==> src/rtl/pal_pkg.sv <==
package pal_pkg;

   typedef enum logic [1:0] {
      FMT_P4   = 2'd0,
      FMT_P8   = 2'd1,
      FMT_HC16 = 2'd2,
      FMT_HC12 = 2'd3
   } pix_fmt_e;

   localparam int RGB_W = 12;
   localparam int CONT_W = 16;

   // 5:6:5 container reduced to the top four bits of each channel
   function automatic logic [RGB_W-1:0] hc16_reduce(input logic [CONT_W-1:0] p);
      return {p[15:12], p[10:7], p[4:1]};
   endfunction

endpackage

==> src/rtl/pal_unpack.sv <==
module pal_unpack
   import pal_pkg::*;
#(
   parameter int WORD_W = 32
) (
   input  logic                     clk,
   input  logic                     rst_n,
   input  pix_fmt_e                 fmt,
   input  logic                     in_valid,
   input  logic [WORD_W-1:0]        in_data,
   output logic                     in_ready,
   output logic                     pix_valid,
   output logic [CONT_W-1:0]        pix_raw,
   input  logic                     pix_take
);

   localparam int MAX_PPW = WORD_W / 4;
   localparam int CNT_W   = $clog2(MAX_PPW);
   localparam int SH_W    = $clog2(WORD_W);

   initial begin
      assert (WORD_W >= 32 && (WORD_W & (WORD_W - 1)) == 0)
         else $error("pal_unpack: WORD_W must be a power of two, at least 32");
   end

   logic [WORD_W-1:0] word_q;
   logic              have_q;
   logic [CNT_W-1:0]  cnt_q;
   logic [CNT_W-1:0]  last_cnt;
   logic [SH_W-1:0]   shamt;
   logic [WORD_W-1:0] shifted;
   logic              is_last;

   always_comb begin
      case (fmt)
         FMT_P4: begin
            last_cnt = CNT_W'(MAX_PPW - 1);
            shamt    = {cnt_q, 2'b00};
         end
         FMT_P8: begin
            last_cnt = CNT_W'(MAX_PPW / 2 - 1);
            shamt    = {cnt_q[CNT_W-2:0], 3'b000};
         end
         default: begin
            last_cnt = CNT_W'(MAX_PPW / 4 - 1);
            shamt    = {cnt_q[CNT_W-3:0], 4'b0000};
         end
      endcase
   end

   assign shifted   = word_q >> shamt;
   assign pix_raw   = shifted[CONT_W-1:0];
   assign is_last   = (cnt_q == last_cnt);
   assign pix_valid = have_q;
   assign in_ready  = !have_q || (pix_take && is_last);

   always_ff @(posedge clk) begin
      if (!rst_n) begin
         word_q <= '0;
         have_q <= 1'b0;
         cnt_q  <= '0;
      end else begin
         if (pix_take && !is_last) begin
            cnt_q <= cnt_q + 1'b1;
         end else if (pix_take && is_last) begin
            have_q <= 1'b0;
         end
         if (in_valid && in_ready) begin
            word_q <= in_data;
            have_q <= 1'b1;
            cnt_q  <= '0;
         end
      end
   end

   // the held word and its position stay put until a pixel is taken
   assert_word_held_R9: assert property (@(posedge clk) disable iff (!rst_n)
      (have_q && !pix_take) |=> ($stable(word_q) && $stable(cnt_q) && have_q));

   // the pixel position never passes the last pixel of the format
   assert_cnt_range_R2: assert property (@(posedge clk) disable iff (!rst_n)
      have_q |-> (cnt_q <= last_cnt));

   assert_take_needs_pix_R9: assert property (@(posedge clk) disable iff (!rst_n)
      pix_take |-> have_q);

endmodule

==> src/rtl/pal_ram.sv <==
module pal_ram #(
   parameter int IDX_W  = 8,
   parameter int DEPTH  = 256,
   parameter int DATA_W = 12
) (
   input  logic              clk,
   input  logic              we,
   input  logic [IDX_W-1:0]  waddr,
   input  logic [DATA_W-1:0] wdata,
   input  logic [IDX_W-1:0]  raddr,
   output logic [DATA_W-1:0] rdata
);

   initial begin
      assert (DEPTH >= 16 && DEPTH <= (1 << IDX_W))
         else $error("pal_ram: DEPTH must lie between 16 and 2**IDX_W");
   end

   logic [DATA_W-1:0] mem [DEPTH];

   generate
      if (DEPTH == (1 << IDX_W)) begin : g_full
         always_ff @(posedge clk) begin
            if (we) mem[waddr] <= wdata;
         end
         assign rdata = mem[raddr];
      end else begin : g_part
         always_ff @(posedge clk) begin
            if (we && (int'(waddr) < DEPTH)) mem[waddr] <= wdata;
         end
         assign rdata = (int'(raddr) < DEPTH) ? mem[raddr] : '0;
      end
   endgenerate

endmodule

==> src/rtl/pal_colour.sv <==
module pal_colour
   import pal_pkg::*;
#(
   parameter int IDX_W = 8
) (
   input  pix_fmt_e          fmt,
   input  logic [CONT_W-1:0] raw,
   output logic [IDX_W-1:0]  pal_idx,
   input  logic [RGB_W-1:0]  pal_rgb,
   output logic [RGB_W-1:0]  rgb
);

   initial begin
      assert (IDX_W >= 4 && IDX_W <= 8)
         else $error("pal_colour: IDX_W must be 4 to 8");
   end

   always_comb begin
      if (fmt == FMT_P4) pal_idx = IDX_W'(raw[3:0]);
      else               pal_idx = raw[IDX_W-1:0];
   end

   always_comb begin
      case (fmt)
         FMT_P4, FMT_P8: rgb = pal_rgb;
         FMT_HC16:       rgb = hc16_reduce(raw);
         default:        rgb = raw[RGB_W-1:0];
      endcase
   end

endmodule

==> src/rtl/pal_out_stage.sv <==
module pal_out_stage
   import pal_pkg::*;
(
   input  logic             clk,
   input  logic             rst_n,
   input  logic             act_sel,
   input  logic             src_valid,
   input  logic [RGB_W-1:0] src_rgb,
   output logic             src_take,
   output logic             out_valid,
   input  logic             out_ready,
   output logic [RGB_W-1:0] out_rgb,
   output logic             dth_valid,
   input  logic             dth_ready,
   output logic [RGB_W-1:0] dth_rgb
);

   logic             res_v;
   logic [RGB_W-1:0] res_q;
   logic             sink_rdy;
   logic             fire;

   assign sink_rdy = act_sel ? out_ready : dth_ready;
   assign fire     = res_v && sink_rdy;
   assign src_take = src_valid && (!res_v || fire);

   always_ff @(posedge clk) begin
      if (!rst_n) begin
         res_v <= 1'b0;
         res_q <= '0;
      end else begin
         if (src_take) begin
            res_v <= 1'b1;
            res_q <= src_rgb;
         end else if (fire) begin
            res_v <= 1'b0;
         end
      end
   end

   assign out_valid = res_v && act_sel;
   assign dth_valid = res_v && !act_sel;
   assign out_rgb   = res_q;
   assign dth_rgb   = res_q;

   // a stalled colour keeps its value and stays valid
   assert_hold_R8: assert property (@(posedge clk) disable iff (!rst_n)
      (res_v && !sink_rdy) |=> (res_v && $stable(res_q)));

endmodule

==> src/rtl/pal_pixel_path.sv <==
module pal_pixel_path
   import pal_pkg::*;
#(
   parameter int WORD_W    = 32,
   parameter int IDX_W     = 8,
   parameter int PAL_DEPTH = 256
) (
   input  logic              clk,
   input  logic              rst_n,
   input  logic              sof,
   input  logic [1:0]        cfg_fmt,
   input  logic              cfg_active,
   input  logic              pal_we,
   input  logic [IDX_W-1:0]  pal_waddr,
   input  logic [RGB_W-1:0]  pal_wdata,
   input  logic              in_valid,
   input  logic [WORD_W-1:0] in_data,
   output logic              in_ready,
   output logic              out_valid,
   input  logic              out_ready,
   output logic [RGB_W-1:0]  out_rgb,
   output logic              dth_valid,
   input  logic              dth_ready,
   output logic [RGB_W-1:0]  dth_rgb
);

   pix_fmt_e          fmt_q;
   logic              act_q;
   logic              pix_valid;
   logic [CONT_W-1:0] pix_raw;
   logic              pix_take;
   logic [IDX_W-1:0]  pal_idx;
   logic [RGB_W-1:0]  pal_rgb;
   logic [RGB_W-1:0]  pix_rgb;

   always_ff @(posedge clk) begin
      if (!rst_n) begin
         fmt_q <= FMT_P4;
         act_q <= 1'b0;
      end else if (sof) begin
         fmt_q <= pix_fmt_e'(cfg_fmt);
         act_q <= cfg_active;
      end
   end

   pal_unpack #(.WORD_W(WORD_W)) u_unpack (
      .clk(clk), .rst_n(rst_n), .fmt(fmt_q),
      .in_valid(in_valid), .in_data(in_data), .in_ready(in_ready),
      .pix_valid(pix_valid), .pix_raw(pix_raw), .pix_take(pix_take)
   );

   pal_ram #(.IDX_W(IDX_W), .DEPTH(PAL_DEPTH), .DATA_W(RGB_W)) u_ram (
      .clk(clk), .we(pal_we), .waddr(pal_waddr), .wdata(pal_wdata),
      .raddr(pal_idx), .rdata(pal_rgb)
   );

   pal_colour #(.IDX_W(IDX_W)) u_colour (
      .fmt(fmt_q), .raw(pix_raw), .pal_idx(pal_idx),
      .pal_rgb(pal_rgb), .rgb(pix_rgb)
   );

   pal_out_stage u_out (
      .clk(clk), .rst_n(rst_n), .act_sel(act_q),
      .src_valid(pix_valid), .src_rgb(pix_rgb), .src_take(pix_take),
      .out_valid(out_valid), .out_ready(out_ready), .out_rgb(out_rgb),
      .dth_valid(dth_valid), .dth_ready(dth_ready), .dth_rgb(dth_rgb)
   );

   // configuration only moves on a start-of-frame strobe
   assert_cfg_frame_R10: assert property (@(posedge clk) disable iff (!rst_n)
      !sof |=> ($stable(fmt_q) && $stable(act_q)));

   // at most one of the two sinks sees a valid colour
   assert_one_port_R7: assert property (@(posedge clk) disable iff (!rst_n)
      $onehot0({out_valid, dth_valid}));

   // nothing is presented in the cycle after reset
   assert_reset_idle_R1: assert property (@(posedge clk)
      !rst_n |=> (!out_valid && !dth_valid));

endmodule

==> config.mk <==
export PLATFORM = sky130hd
export DESIGN_NAME = pal_pixel_path
export DESIGN_NICKNAME = d
export VERILOG_FILES = /design/src/rtl/pal_pkg.sv /design/src/rtl/pal_unpack.sv /design/src/rtl/pal_ram.sv /design/src/rtl/pal_colour.sv /design/src/rtl/pal_out_stage.sv /design/src/rtl/pal_pixel_path.sv
export SDC_FILE = /design/constraint.sdc
export NUM_CORES = 2
export LEC_CHECK = 0
export BUFFER_PORTS_ARGS = -buffer_cell sky130_fd_sc_hd__buf_2
export CAP_MARGIN = 10
export CORE_MARGIN = 8
export CORE_UTILIZATION = 30
export CTS_CLUSTER_DIAMETER = 150
export DETAILED_ROUTE_END_ITERATION = 16
export PLACE_DENSITY = 0.51
export SYNTH_ARGS = -nofsm -noshare
export SYNTH_HDL_FRONTEND = slang
export SYNTH_SLANG_ARGS = --single-unit
==> constraint.sdc <==
create_clock -name clk -period 8 [get_ports clk]
set_clock_uncertainty 0.15 [all_clocks]
set_input_delay 1.6 -clock clk [delete_from_list [all_inputs] [get_ports clk]]
set_output_delay 1.6 -clock clk [all_outputs]
set_load 0.005 [all_outputs]
# Word-level counts from Yosys, hierarchy flattened
# Memories as Yosys holds them, arrays and structs flattened.
# Cells that the tools add are included.
# Widths: inputs -> output; s select.
word_totals:
  reg_bits: 52
  mem_bits_rw: 3072
  in_bits: 62
  output_inout_bits: 27
  mem_count: 1
op_classes:
  add_sub_neg: 1
  eq_ne: 4
  shift: 1
  mux: 12
  n_bitwise: 1
  reduce_logical: 19
memory_table:
  columns: ["name", "depth", "width", "rd", "rd_ports_with_merged_regs", "wr", "line_no", "rtl"]
  rows:
  - ["u_ram.mem", 256, 12, 1, 0, 1, "pal_ram.sv:19", "logic [DATA_W-1:0] mem [DEPTH];"]
ops:
  columns: ["cell", "n"]
  rows:
  - ["$shr 32x5->16", 1]
  - ["$pmux 12 s2", 1]
  - ["$pmux 5 s2", 1]
  - ["$mux 1", 8]
  - ["$mux 8", 1]
  - ["$logic_and 1x1->1", 7]
  - ["$pmux 3 s2", 1]
  - ["$logic_not 1->1", 4]
  - ["$reduce_bool 2->1", 2]
  - ["$reduce_or 2->1", 2]
  - ["$add 3x1->3 const B", 1]
  - ["$eq 3x3->1", 1]
  - ["$eq 2x1->1 const B", 1]
  - ["$eq 2x2->1 const B", 1]
  - ["$logic_not 2->1", 1]
  - ["$logic_or 1x1->1", 2]
  - ["$ne 2x2->1 const B", 1]
  - ["$reduce_and 2->1", 1]
  - ["$not 1->1", 1]

# Longest topological paths before layout
logic_depth:
  depth_word: 9
  depth_mapped: 20

# By module
# Synthesis repeated with hierarchy kept, for this count alone.
unflattened:
  cells_unflattened: 5936
  hier_area_um2: 122213.5
by_module_without_submodules:
  columns: ["mod", "n_inst", "cells_per_inst", "area_per_inst_um2", "seq_area_each_um2"]
  rows:
  - ["pal_ram", 1, 5494, 118392.3, 92248.5]
  - ["pal_unpack", 1, 278, 2481.1, 720.7]
  - ["pal_out_stage", 1, 105, 900.9, 260.2]
  - ["pal_colour", 1, 50, 330.3, 0.0]
  - ["pal_pixel_path", 1, 9, 108.9, 60.1]

# Worst setup path before layout
# Ideal clock, no wire load.
synth_timing:
  kind: "input to output"
  from: "input out_ready"
  to: "output in_ready"
  arrival_time_ps: 2001
  required_ps: 6250
  setup_slack_ps: 4249
  path_stages: 4
  path_cell_list: "mux2i_1 nand2_1 nand2_1 nand2_1"
synth_via:
  elab_chain_len: 6
synth_rtl:
  columns: ["item", "line_no", "rtl"]
  rows:
  - ["start, declared", "pal_pixel_path.sv:20", "input logic out_ready,"]
  - ["$mux 1", "pal_out_stage.sv:23", "assign sink_rdy = act_sel ? out_ready : dth_ready;"]
  - ["$logic_and 1x1->1", "pal_out_stage.sv:24", "assign fire = res_v && sink_rdy;"]
  - ["$logic_or 1x1->1", "pal_out_stage.sv:25", "assign src_take = src_valid && (!res_v || fire);"]
  - ["$logic_and 1x1->1", "pal_out_stage.sv:25", null]
  - ["$logic_and 1x1->1", "pal_unpack.sv:55", "assign in_ready = !have_q || (pix_take && is_last);"]
  - ["$logic_or 1x1->1", "pal_unpack.sv:55", null]
  - ["end, declared", "pal_pixel_path.sv:18", "output logic in_ready,"]
# Every way passes these cells.

# Worst setup path after layout
layout_timing:
  from: "register u_unpack.cnt_q[1]"
  to: "register u_out.res_q[0], in the netlist u_out.dth_rgb[0]"
layout_via:
  elab_chain_len: 5
layout_rtl:
  columns: ["item", "line_no", "rtl"]
  rows:
  - ["start, declared", "pal_unpack.sv:28", "logic [CNT_W-1:0] cnt_q;"]
  - ["start signal, assigned", "pal_unpack.sv:64", "cnt_q <= cnt_q + 1'b1;"]
  - ["$pmux 5 s2 (*)", "pal_unpack.sv:35", "case (fmt)"]
  - ["$shr 32x5->16 (*)", "pal_unpack.sv:51", "assign shifted = word_q >> shamt;"]
  - ["$mux 8", "pal_colour.sv:19", "if (fmt == FMT_P4) pal_idx = IDX_W'(raw[3:0]);"]
  - ["$mem_v2 256x12", null, null]
  - ["$pmux 12 s2 (*)", "pal_colour.sv:24", "case (fmt)"]
  - ["end signal, assigned", "pal_out_stage.sv:34", "res_q <= src_rgb;"]
  - ["end, declared", "pal_out_stage.sv:19", "logic [RGB_W-1:0] res_q;"]
# Mark *: on every way between the ends. The rest lies on a longest branch, timed or not.
# A chain may end at the register's enable or synchronous reset.

==> flow_summary.json <==
{
  "status": "completed",
  "synth-warning-count": 0,
  "setup_viol_count_final": 0,
  "cts_tree": "yes",
  "post_cts_resized": 0,
  "floorplan.die.width_um": 657.8,
  "grt_usage_pct": 17.88,
  "minimum_period_implied_by_the_final_worst_setup_slack_ns": 6.886,
  "cts.path.max_buffers": 4,
  "wl_per_cell_um": 27.70,
  "die_area_um2": 432700,
  "total_leakage_power_nw": 45.98,
  "vdd_drop_max_uv": 162.7,
  "synth.lib_cells_used.distinct": 84,
  "relSlewSlack_pct": 6.645,
  "syn_nets": 8698,
  "grt_max_degree": 171,
  "number_of_global_route_vias_before_repair": 73749,
  "finalWeightedCongestion": 0.8846,
  "avgViaCountPerCell": 5.247,
  "number_of_antenna_violations_at_the_first_check_in_global_routing": 19,
  "drt-initial-drc-count": 9270,
  "area_growth_syn_to_layout_pct": 15.49,
  "cts_num_sinks": 3124,
  "synth_seq_cells": 3124,
  "yosys.area.top_type": "edfxtp_1",
  "synth_top_cell_area_share_pct": 74.66,
  "cts.reportedPaths.clkPinSlew_ns": 0.06,
  "fmax_mhz": 145.2,
  "grt_overflow": 0,
  "rsz0062_at_grt": "no",
  "tightest_slew_ns": 1.386,
  "buffer_ports.inserted": 88,
  "final_cell_area_um2": 142700,
  "die_height_um": 657.8,
  "complex_gate_fraction_of_the_synthesized_area_pct": 5.357,
  "hold_path_class": "flop to flop",
  "post_route_utilization_pct": 34.82,
  "critical_path.max_fanout": 31,
  "route.antenna.remaining_nets": 0,
  "rows": 235,
  "drt_pass1_iterations": 6,
  "tritoncts.num_buffers": 331,
  "syn_area_um2": 123600,
  "grt_pass1_wl_um": 569000,
  "final_nets": 8938,
  "core-area_um2": 409900,
  "max_cap_violations": 0,
  "layout_common_cells": "edfxtp_1 (3,072), nand2_1 (2,158), nand3_1 (755)",
  "detailed_place.area_um2": 132000,
  "timing_hold_violations_final": 0,
  "boundaryPins": 89,
  "drive_gt1_share_pct": 11.84,
  "post_synthesis_adder_cell_area_fraction_pct": 0.01013,
  "num_vias": 76627,
  "synth_seq_area_share_pct": 75.50,
  "kind_of_critical_path": "flop to flop",
  "post-dp-hpwl_um": 237200,
  "detailed_route_wire_length_um": 404400,
  "prevailing_post_synth_register_cell": "edfxtp_1",
  "clk_root_buffer_cell": "clkbuf_16",
  "clock_insertion_delay_worst_skew_ns": 0.91,
  "synthTopCellsByArea": "edfxtp_1 (75%), nand2_1 (6.6%), mux2i_1 (4.4%)",
  "power.density_cell_area_nw_per_um2": 260.3,
  "critPathArrivalTime_ns": 7.59,
  "h-tree-depth": 5,
  "ys_async_sr_fraction_pct": 0,
  "cts.repair_timing.setup_buffer_count": 0,
  "drc": 0,
  "syn_inst": 8635,
  "final-max-slew-violation-count": 0,
  "synth_simple_gate_area_share_pct": 11.90,
  "initial_utilization_pct": 30.15,
  "setup.worst_path.end_class": "flop",
  "cts_hold_buffers": 0,
  "worst_ep_required_ns": 8.70,
  "totalNegativeSetupSlack_ns": 0,
  "timing.critical_path.from_type": "flop",
  "synth.mux.area_fraction_pct": 4.834,
  "synth-xor-area-share_pct": 0.02127,
  "synth_top_family_by_area": "simple AND/OR/NAND/NOR gates",
  "post-route-period-util_pct": 86.07,
  "synth_area_per_cell_um2": 14.31,
  "synth_edf_count": 3072,
  "mostFrequentLayoutCell": "edfxtp_1"
}
==> Yosys cell counts (11+ instances only) <==
| cell type | instances |
|---|---|
| o21ai_0 | 19 |
| nor3_1 | 32 |
| buf_4 | 71 |
| clkbuf_1 | 193 |
| dfxtp_1 | 52 |
| a222oi_1 | 64 |
| nand2_1 | 2161 |
| a311oi_1 | 40 |
| mux2i_1 | 547 |
| mux2_2 | 19 |
| a211oi_1 | 41 |
| a41o_1 | 14 |
| a221oi_1 | 16 |
| a22oi_1 | 17 |
| mux4_2 | 11 |
| o22ai_1 | 12 |
| and3_1 | 32 |
| a31oi_1 | 199 |
| nor4_1 | 11 |
| edfxtp_1 | 3072 |
| a21oi_1 | 87 |
| nor2_1 | 311 |
| nand4_1 | 107 |
| nand3_1 | 765 |
| buf_6 | 12 |
| buf_1 | 37 |
| buf_2 | 275 |
| a32oi_1 | 269 |
==> state kept, by name (all words and copies together) (netlist names) <==
| name | cells |
|---|---|
| u_unpack.cnt_q | 3 |
| u_out.dth_rgb | 12 |
| u_out.res_v | 1 |
| fmt_q | 2 |
| u_ram.mem | 3072 |
| u_unpack.pix_valid | 1 |
| act_q | 1 |
| u_unpack.word_q | 32 |
==> layout make-up <==
class | count | area, µm²
clock inverters | 212 | 2165
inverters | 6 | 22.52
fillers | 39328 | 267200
flip-flops and latches | 3124 | 93290
diodes | 3 | 7.507
well taps | 5451 | 6820
repair buffers | 495 | 4200
clock buffers | 395 | 8544
multi-input cells | 4917 | 27650
==> metal layers <==
metal | share of wire [%] | global-route usage, % | vias to the layer above
li1 | - | - | 33186
met1 | 41 | 24.16 | 39432
met2 | 47 | 28.99 | 3347
met3 | 7.6 | 2.845 | 658
met4 | 4.3 | 6.791 | 4
met5 | 0.0049 | 0 | -
==> where the power goes <==
part / switching (mW) / total [mW] / internal, mW
logic: 2.79 / 3.81 / 1.02
clock network: 6.59 / 15.3 / 8.67
registers: 0.0560 / 18.1 / 18.0
==> path summary, 6_finish.rpt <==
check                startpoint            endpoint  slack, ns  depth (start not counted)
min          u_unpack.word_q[0]  u_unpack.word_q[0]       0.33                          2
max           u_unpack.cnt_q[1]    u_out.dth_rgb[0]       1.11                         12
max reg2reg   u_unpack.cnt_q[1]    u_out.dth_rgb[0]       1.11                         12
min reg2reg  u_unpack.word_q[0]  u_unpack.word_q[0]       0.33                          2
==> metrics by stage <==
| stage | power, mW | cells | setup slack [ns] | hold WS [ns] |
|---|---|---|---|---|
| floorplan | 20.54 | 8635 | 4.249 | 0.2834 |
| detailed placement | 22.23 | 13993 | 1.429 | 0.3188 |
| finish | 37.15 | 14603 | 1.114 | 0.3299 |
| CTS | 37.42 | 14600 | 1.371 | 0.3273 |
| global route | 38.24 | 14601 | 1.147 | 0.3780 |
| global placement | 22.20 | 13989 | 1.422 | 0.3158 |
==> worst max-delay path, stage by stage, from the launching register on <==
cell      delay (ns)
dfxtp_1         0.91
or3b_1          0.55
o22ai_1         0.38
o32a_4          0.87
buf_4           0.57
mux2i_1         0.17
a32o_1          0.23
a221oi_1        0.84
o22ai_1         0.38
or4_1           0.56
a221oi_1        0.84
a311oi_1        0.11
a21oi_1         0.19
==> cells by family (layout without fill, tap and decap cells) <==
| family | Yosys count | in the layout |
|---|---|---|
| and+or+nand+nor | 3484 | 3484 |
| buffers and inverters | 594 | 1108 |
| DFF | 3124 | 3124 |
| adders and majority gates | 1 | 1 |
| AOI/OAI and AO/OA | 850 | 850 |
| xor gates and xnor gates | 3 | 3 |
| muxes | 579 | 579 |
| other | 0 | 3 |
Power figures use the tool's default switching activity.
